`src/rtl/rtc_cal_pkg.sv`:
```
package rtc_cal_pkg;
  localparam int BYTE_W    = 8;
  localparam int FIELD_CNT = 7;
  localparam int ADDR_W    = $clog2(FIELD_CNT + 1);
  localparam int HR_MODE   = 6;
  localparam int HR_PM     = 5;
  localparam int HR_NUM_W  = 5;

  // field order is the software address map
  localparam int F_SEC  = 0;
  localparam int F_MIN  = 1;
  localparam int F_HOUR = 2;
  localparam int F_WDAY = 3;
  localparam int F_DATE = 4;
  localparam int F_MON  = 5;
  localparam int F_YEAR = 6;

  typedef logic [FIELD_CNT-1:0][BYTE_W-1:0] calFields_t;

  typedef struct packed {
    logic [FIELD_CNT-1:0] step;
    logic [FIELD_CNT-1:0] wrap;
    logic [FIELD_CNT-1:0] load;
  } calStrobe_t;

  function automatic logic [BYTE_W-1:0] fieldFloor(input int idx);
    case (idx)
      F_WDAY, F_DATE, F_MON: fieldFloor = BYTE_W'(1);
      default:               fieldFloor = '0;
    endcase
  endfunction

  function automatic logic [BYTE_W-1:0] bcdInc(input logic [BYTE_W-1:0] v);
    if (v[3:0] >= 4'd9) bcdInc = {v[7:4] + 4'd1, 4'd0};
    else                bcdInc = {v[7:4], v[3:0] + 4'd1};
  endfunction
endpackage

```
`src/rtl/rtc_cal_ctrl.sv`:
```
module rtc_cal_ctrl
  import rtc_cal_pkg::*;
(
  input  logic              tick,
  input  logic              haltOsc,
  input  logic              wrEn,
  input  logic [ADDR_W-1:0] wrAddr,
  input  calFields_t        fieldQ,
  output calStrobe_t        strobe
);
  logic advance;
  logic leapYear;
  logic [BYTE_W-1:0] lastDate;
  logic [BYTE_W-1:0] hourQ;
  logic [BYTE_W-1:0] monQ;
  logic [BYTE_W-1:0] yearQ;

  assign hourQ = fieldQ[F_HOUR];
  assign monQ  = fieldQ[F_MON];
  assign yearQ = fieldQ[F_YEAR];

  assign advance = tick & ~haltOsc & ~wrEn;

  // BCD multiple of four: even tens with units 0/4/8, odd tens with 2/6
  always_comb begin
    if (!yearQ[4])
      leapYear = (yearQ[3:0] == 4'd0) || (yearQ[3:0] == 4'd4) || (yearQ[3:0] == 4'd8);
    else
      leapYear = (yearQ[3:0] == 4'd2) || (yearQ[3:0] == 4'd6);
  end

  always_comb begin
    case (monQ)
      8'h02:                    lastDate = leapYear ? 8'h29 : 8'h28;
      8'h04, 8'h06, 8'h09, 8'h11: lastDate = 8'h30;
      default:                  lastDate = 8'h31;
    endcase
  end

  always_comb begin
    strobe.wrap = '0;
    strobe.wrap[F_SEC]  = fieldQ[F_SEC]  == 8'h59;
    strobe.wrap[F_MIN]  = fieldQ[F_MIN]  == 8'h59;
    strobe.wrap[F_HOUR] = hourQ[HR_MODE] ?
                          (hourQ[HR_PM] && hourQ[HR_NUM_W-1:0] == 5'h11) :
                          (hourQ == 8'h23);
    strobe.wrap[F_WDAY] = fieldQ[F_WDAY] == 8'h07;
    strobe.wrap[F_DATE] = fieldQ[F_DATE] == lastDate;
    strobe.wrap[F_MON]  = monQ  == 8'h12;
    strobe.wrap[F_YEAR] = yearQ == 8'h99;
  end

  always_comb begin
    strobe.step = '0;
    strobe.step[F_SEC]  = advance;
    strobe.step[F_MIN]  = strobe.step[F_SEC]  & strobe.wrap[F_SEC];
    strobe.step[F_HOUR] = strobe.step[F_MIN]  & strobe.wrap[F_MIN];
    strobe.step[F_WDAY] = strobe.step[F_HOUR] & strobe.wrap[F_HOUR];
    strobe.step[F_DATE] = strobe.step[F_HOUR] & strobe.wrap[F_HOUR];
    strobe.step[F_MON]  = strobe.step[F_DATE] & strobe.wrap[F_DATE];
    strobe.step[F_YEAR] = strobe.step[F_MON]  & strobe.wrap[F_MON];
  end

  for (genvar i = 0; i < FIELD_CNT; i++) begin : g_load
    assign strobe.load[i] = wrEn && (wrAddr == ADDR_W'(i));
  end
endmodule

```
`src/rtl/rtc_cal_datapath.sv`:
```
module rtc_cal_datapath
  import rtc_cal_pkg::*;
(
  input  logic              clk,
  input  logic              rstN,
  input  calStrobe_t        strobe,
  input  logic [BYTE_W-1:0] wrData,
  output calFields_t        fieldQ
);
  function automatic logic [BYTE_W-1:0] hourNext(input logic [BYTE_W-1:0] h);
    logic [BYTE_W-1:0] num;
    num = {{(BYTE_W-HR_NUM_W){1'b0}}, h[HR_NUM_W-1:0]};
    if (h[HR_MODE]) begin
      if (num == 8'h12)      hourNext = {2'b01, h[HR_PM], 5'h01};
      else if (num == 8'h11) hourNext = {2'b01, ~h[HR_PM], 5'h12};
      else                   hourNext = {2'b01, h[HR_PM], bcdInc(num)[HR_NUM_W-1:0]};
    end else begin
      hourNext = (h == 8'h23) ? 8'h00 : bcdInc(h);
    end
  endfunction

  for (genvar i = 0; i < FIELD_CNT; i++) begin : g_field
    if (i == F_HOUR) begin : g_hour
      always_ff @(posedge clk or negedge rstN) begin
        if (!rstN)                fieldQ[i] <= '0;
        else if (strobe.load[i])  fieldQ[i] <= wrData;
        else if (strobe.step[i])  fieldQ[i] <= hourNext(fieldQ[i]);
      end
    end else begin : g_plain
      always_ff @(posedge clk or negedge rstN) begin
        if (!rstN)                fieldQ[i] <= fieldFloor(i);
        else if (strobe.load[i])  fieldQ[i] <= wrData;
        else if (strobe.step[i])  fieldQ[i] <= strobe.wrap[i] ? fieldFloor(i) : bcdInc(fieldQ[i]);
      end
    end
  end
endmodule

```
`src/rtl/rtc_bcd_calendar.sv`:
```
module rtc_bcd_calendar
  import rtc_cal_pkg::*;
(
  input  logic              clk,
  input  logic              rstN,
  input  logic              tick,
  input  logic              haltOsc,
  input  logic              wrEn,
  input  logic [ADDR_W-1:0] wrAddr,
  input  logic [BYTE_W-1:0] wrData,
  input  logic [ADDR_W-1:0] rdAddr,
  output logic [BYTE_W-1:0] rdData
);
  calFields_t fieldQ;
  calStrobe_t strobe;

  rtc_cal_ctrl u_ctrl (
    .tick    (tick),
    .haltOsc (haltOsc),
    .wrEn    (wrEn),
    .wrAddr  (wrAddr),
    .fieldQ  (fieldQ),
    .strobe  (strobe)
  );

  rtc_cal_datapath u_dp (
    .clk    (clk),
    .rstN   (rstN),
    .strobe (strobe),
    .wrData (wrData),
    .fieldQ (fieldQ)
  );

  always_comb begin
    rdData = '0;
    for (int i = 0; i < FIELD_CNT; i++)
      if (rdAddr == ADDR_W'(i)) rdData = fieldQ[i];
  end
endmodule

```
`config.mk`:
```
export PLATFORM = sky130hd
export DESIGN_NAME = rtc_bcd_calendar
export DESIGN_NICKNAME = d
export VERILOG_FILES = /design/src/rtl/rtc_cal_pkg.sv /design/src/rtl/rtc_cal_ctrl.sv /design/src/rtl/rtc_cal_datapath.sv /design/src/rtl/rtc_bcd_calendar.sv
export SDC_FILE = /design/constraint.sdc
export NUM_CORES = 1
export LEC_CHECK = 0
export BUFFER_PORTS_ARGS = -buffer_cell sky130_fd_sc_hd__buf_2
export CAP_MARGIN = 20
export CORE_MARGIN = 2
export CORE_UTILIZATION = 40
export CTS_CLUSTER_SIZE = 28
export DETAILED_ROUTE_END_ITERATION = 8
export GPL_TIMING_DRIVEN = 0
export SLEW_MARGIN = 15
export SYNTH_ARGS = -nofsm -noshare
export SYNTH_HDL_FRONTEND = slang
export SYNTH_HIERARCHICAL = 1
export SYNTH_SLANG_ARGS = --single-unit
```
`constraint.sdc`:
```
create_clock -name clk -period 4.1 [get_ports clk]
set_clock_uncertainty 0.15 [all_clocks]
set_input_delay 0.205 -clock clk [delete_from_list [all_inputs] [get_ports clk]]
set_output_delay 0.205 -clock clk [all_outputs]
set_load 0.1 [all_outputs]
```
* After elaboration in Yosys (flattened, before gate mapping)
Index checks and enable logic that the tools add are counted.
Cells by class: order comparisons 7, equal/unequal tests 33, add/sub/neg operators 15, bitwise operators 10, muxes and demuxes 43, reduce and logical (&&, ||, !) cells 38
Operator list (number):
- two-way mux 8 bit | 37
- adder 4 x 1 -> 4 bit (second input constant) | 14
- >= comparator 4 bit (second input constant) | 7
- equality test 8 x 3 -> 1 bit (second input constant) | 3
- equality test 3 bit (second input constant) | 6
- nonzero test 3 bit | 6
- equality test 8 x 5 -> 1 bit (second input constant) | 2
- equality test 8 x 7 -> 1 bit (second input constant) | 2
- one-hot mux 8 bit (2 select lines) | 1
- AND reduction 2 bit | 7
- nonzero test 2 bit | 7
- equality test 3 x 2 -> 1 bit (second input constant) | 4
- equality test 5 bit (second input constant) | 2
- equality test 4 x 3 -> 1 bit (second input constant) | 2
- equality test 8 x 2 -> 1 bit (second input constant) | 1
- equality test 8 x 4 -> 1 bit (second input constant) | 1
- equality test 8 x 6 -> 1 bit (second input constant) | 1
- equality test 8 bit | 1
- equality test 8 bit (second input constant) | 1
- logical AND 1 bit | 8
- AND 1 bit | 7
- equality test 3 x 1 -> 1 bit (second input constant) | 2
- logical NOT 3 bit | 2
- two-way mux 6 bit | 1
- other kinds (14) | 21
Word-level totals: output and inout port bits 8, logic and storage cells 162, register bits after elaboration 56, input port bits 19

* Depth between registers and ports, before layout
depth after elaboration 11, depth in mapped cells 10, mapped depth without buffers 8

* Modules after synthesis
The synthesis kept the hierarchy.
By module, submodules not included:
- rtc_cal_datapath | seq. area each 1405.1 sq um, area each 3729.8 sq um, times used 1, cells each 404
- rtc_bcd_calendar | seq. area each 0.0 sq um, area each 664.4 sq um, times used 1, cells each 79
- rtc_cal_ctrl | seq. area each 0.0 sq um, area each 430.4 sq um, times used 1, cells each 62

* Worst setup path before layout
No wires, ideal clock.
kind register to register, from reg u_dp/fieldQ[43] in the netlist's numbering, to reg u_dp/fieldQ[47] in the netlist's numbering, setup time 0.126 ns, path buffers 0, clock period less this slack 2.981 ns, stages on the path, launching flop included 8, arrival 2.705 ns, required time 3.824 ns, setup slack 1.119 ns, cells stage by stage dfrtp_1 > or3_4 > a2bb2oi_1 > or4_4 > a211oi_1 > nor2_1 > or2_2 > a221o_1
RTL lines:
- from (decl) | line rtc_cal_datapath.sv:8 | output calFields_t fieldQ
- from (signal, indexed assignment) | line rtc_cal_datapath.sv:31 | if (!rstN) fieldQ[i] <= fieldFloor(i);
- from (signal, indexed assignment) | line rtc_cal_datapath.sv:32 | else if (strobe.load[i]) fieldQ[i] <= wrData;
- from (signal, indexed assignment) | line rtc_cal_datapath.sv:33 | else if (strobe.step[i]) fieldQ[i] <= strobe.wrap[i] ? fieldFloor(i) : bcdInc(fieldQ[i]);

==> flow_metrics.env <==
export IMPL_status="finished, final reports clean"
export IMPL_arrival_ns=3.49
export IMPL_route_detailed_drc=0
export IMPL_clk_root_buffer_cell="clkbuf_16"
export IMPL_rr_worst_depth=7
export IMPL_finalSetupViolCount=0
export IMPL_die_area_um2=12940
export IMPL_antenna_left=0
export IMPL_largestRegisters="u_dp/fieldQ (56)"
export IMPL_final_common_cell="dfrtp_1"
export IMPL_grt_usage_pct=22.85
export IMPL_rsz0062_at_grt="false"
export IMPL_ys_warnings_count=6
export IMPL_layout_min_cycle_time_ns=3.451
export IMPL_grt_ovfl_total=0
export IMPL_maxSlewHeadroom_pct=47.51
export IMPL_grt_start_max_net_pins=57
export IMPL_peakVddDrop_v=0.0001650
export IMPL_avgSynthCellArea_um2=8.855
export IMPL_wl_per_cell_um=19.89
export IMPL_place_congestion=0.9284
export IMPL_antenna_found_initial=0
export IMPL_port_buffers=25
export IMPL_largest_reg_flops=56
export IMPL_area_growth_pct=10.23
export IMPL_antenna_cells=0
export IMPL_ios=27
export IMPL_hold_start="wrData[0]"
export IMPL_cts_clk_slew_worst_paths_ns=0.08
export IMPL_drv_cap=0
export IMPL_first_pass_iters=7
export IMPL_holdPathEnd="u_dp/fieldQ[24]"
export IMPL_clock_latency_ns=0.31
export IMPL_initial_utilization_pct=40.61
export IMPL_syn_inst=544
export IMPL_nNetsFinal=626
export IMPL_leakage_nw=2.219
export IMPL_final_core_utilization_pct=44.77
export IMPL_setup_worst_path_start_class="flip-flop"
export IMPL_dieWidth_um=113.7
export IMPL_fin_crit_sh_pct=84.16
export IMPL_hold_slack_ns=0.1068
export IMPL_rr_startpoint="u_dp/fieldQ[43]"
export IMPL_h_tree_depth=2
export IMPL_max_freq_mhz=289.8
export IMPL_regMostFlops="u_dp/fieldQ"
export IMPL_clockBufferDepth=2
export IMPL_grt_pass1_wl_um=23200
export IMPL_finalSetupTns_ns=0
export IMPL_clock_sinks=56
export IMPL_syn_area_um2=4817
export IMPL_crit_fanout=9
export IMPL_die_y_um=113.7
export IMPL_fp_coreArea_um2=11860
export IMPL_rrSetupSlack_ns=0.65
export IMPL_r2r_end="u_dp/fieldQ[47]"
export IMPL_cp_end_kind="flip-flop"
export IMPL_fin_area_um2=5310
export IMPL_worstHoldPathCells=3
export IMPL_drt_initial_drc_count=372
export IMPL_rows=40
export IMPL_mappedNetlistNets=593
export IMPL_hp_class="input pin to flip-flop"
export IMPL_grt_pass1_vias=4270
export IMPL_vias_per_cell=6.326
export IMPL_fin_ws_ns=0.6495
export IMPL_cts_tree="built"
export IMPL_critical_path_class="flip-flop to flip-flop"
export IMPL_place_area_um2=5129
export IMPL_powerDensity_nw_per_um2=413.6
export IMPL_numCtsBuffers=5
export IMPL_cp_required_ns=4.14
export IMPL_drive_gt1_share_pct=17.30
export IMPL_layout_common_cells="53 x dfrtp_1, 43 x nand2_1, 38 x nor2_1"
export IMPL_dp_slack_ns=0.6646
export IMPL_finalMaxSlewViolations=0
export IMPL_place_hpwl_um=10220
export IMPL_wl_um=14420
export IMPL_fillers=1152
export IMPL_max_slew_worst_pin_slew_ns=0.7874
export IMPL_finalHoldViolCount=0
export IMPL_vias=4586
-- what timing repair did --
| action | CTS | global route |
|---|---|---|
| endpoints found under the hold margin | 53 | 0 |
| hold buffers | 1 | 0 |
| setup endpoints to repair | 0 | 0 |
| buffers inserted | 0 | 0 |
| gates resized for setup | 0 | 0 |
-- area by class of cell --
| class | instances | area, µm² | share of cell area (%) |
|---|---|---|---|
| plain buffers | 25 | 151.4 | 2.851 |
| clock inverters | 3 | 46.29 | 0.8718 |
| flip-flops and latches | 56 | 1405 | 26.46 |
| repair buffers | 26 | 137.6 | 2.592 |
| inverters | 31 | 116.4 | 2.191 |
| well taps | 147 | 183.9 | 3.464 |
| clock buffers | 5 | 125.1 | 2.356 |
| multi-input cells | 432 | 3144 | 59.21 |
-- critical path, stage by stage, from the launching register on --
cell	delay [ns]
dfrtp_1	0.49
or3_4	0.44
a2111oi_0	0.47
o31ai_1	0.23
a211oi_1	0.56
nor2_1	0.28
or2_2	0.38
a221o_1	0.35
-- worst max-delay path by stage --
stage                          from              end  slack (ns)  cells after the start
floorplan           u_dp/fieldQ[43]  u_dp/fieldQ[47]        1.12                      7
global placement    u_dp/fieldQ[50]  u_dp/fieldQ[47]        0.76                      7
detailed placement  u_dp/fieldQ[43]  u_dp/fieldQ[47]        0.66                      7
CTS                 u_dp/fieldQ[50]  u_dp/fieldQ[47]        0.68                      7
global route        u_dp/fieldQ[50]  u_dp/fieldQ[47]        0.40                      7
finish              u_dp/fieldQ[43]  u_dp/fieldQ[47]        0.65                      7
-- layer usage --
metal	track usage, %	part of all wire (%)
met5	0	0
met1	31.68	46
met4	8.130	2.9
met3	3.188	5.6
met2	36.57	46
-- power breakdown --
group | leakage [nW] | switching, W | internal (W) | total, W
Clock | 0.0804 | 0.000222 | 0.000291 | 0.000513
Sequential | 0.674 | 0.000236 | 0.000675 | 0.000911
Combinational | 1.46 | 0.000458 | 0.000314 | 0.000772
Total | 2.22 | 0.000916 | 0.00128 | 0.00220
-- metrics by stage --
stage,instances,power [W]
floorplan,544,0.001431
finish,725,0.002196
global route,725,0.002344
CTS,725,0.002208
detailed placement,716,0.001678
global placement,716,0.001648
Power figures use the tool's default switching activity.
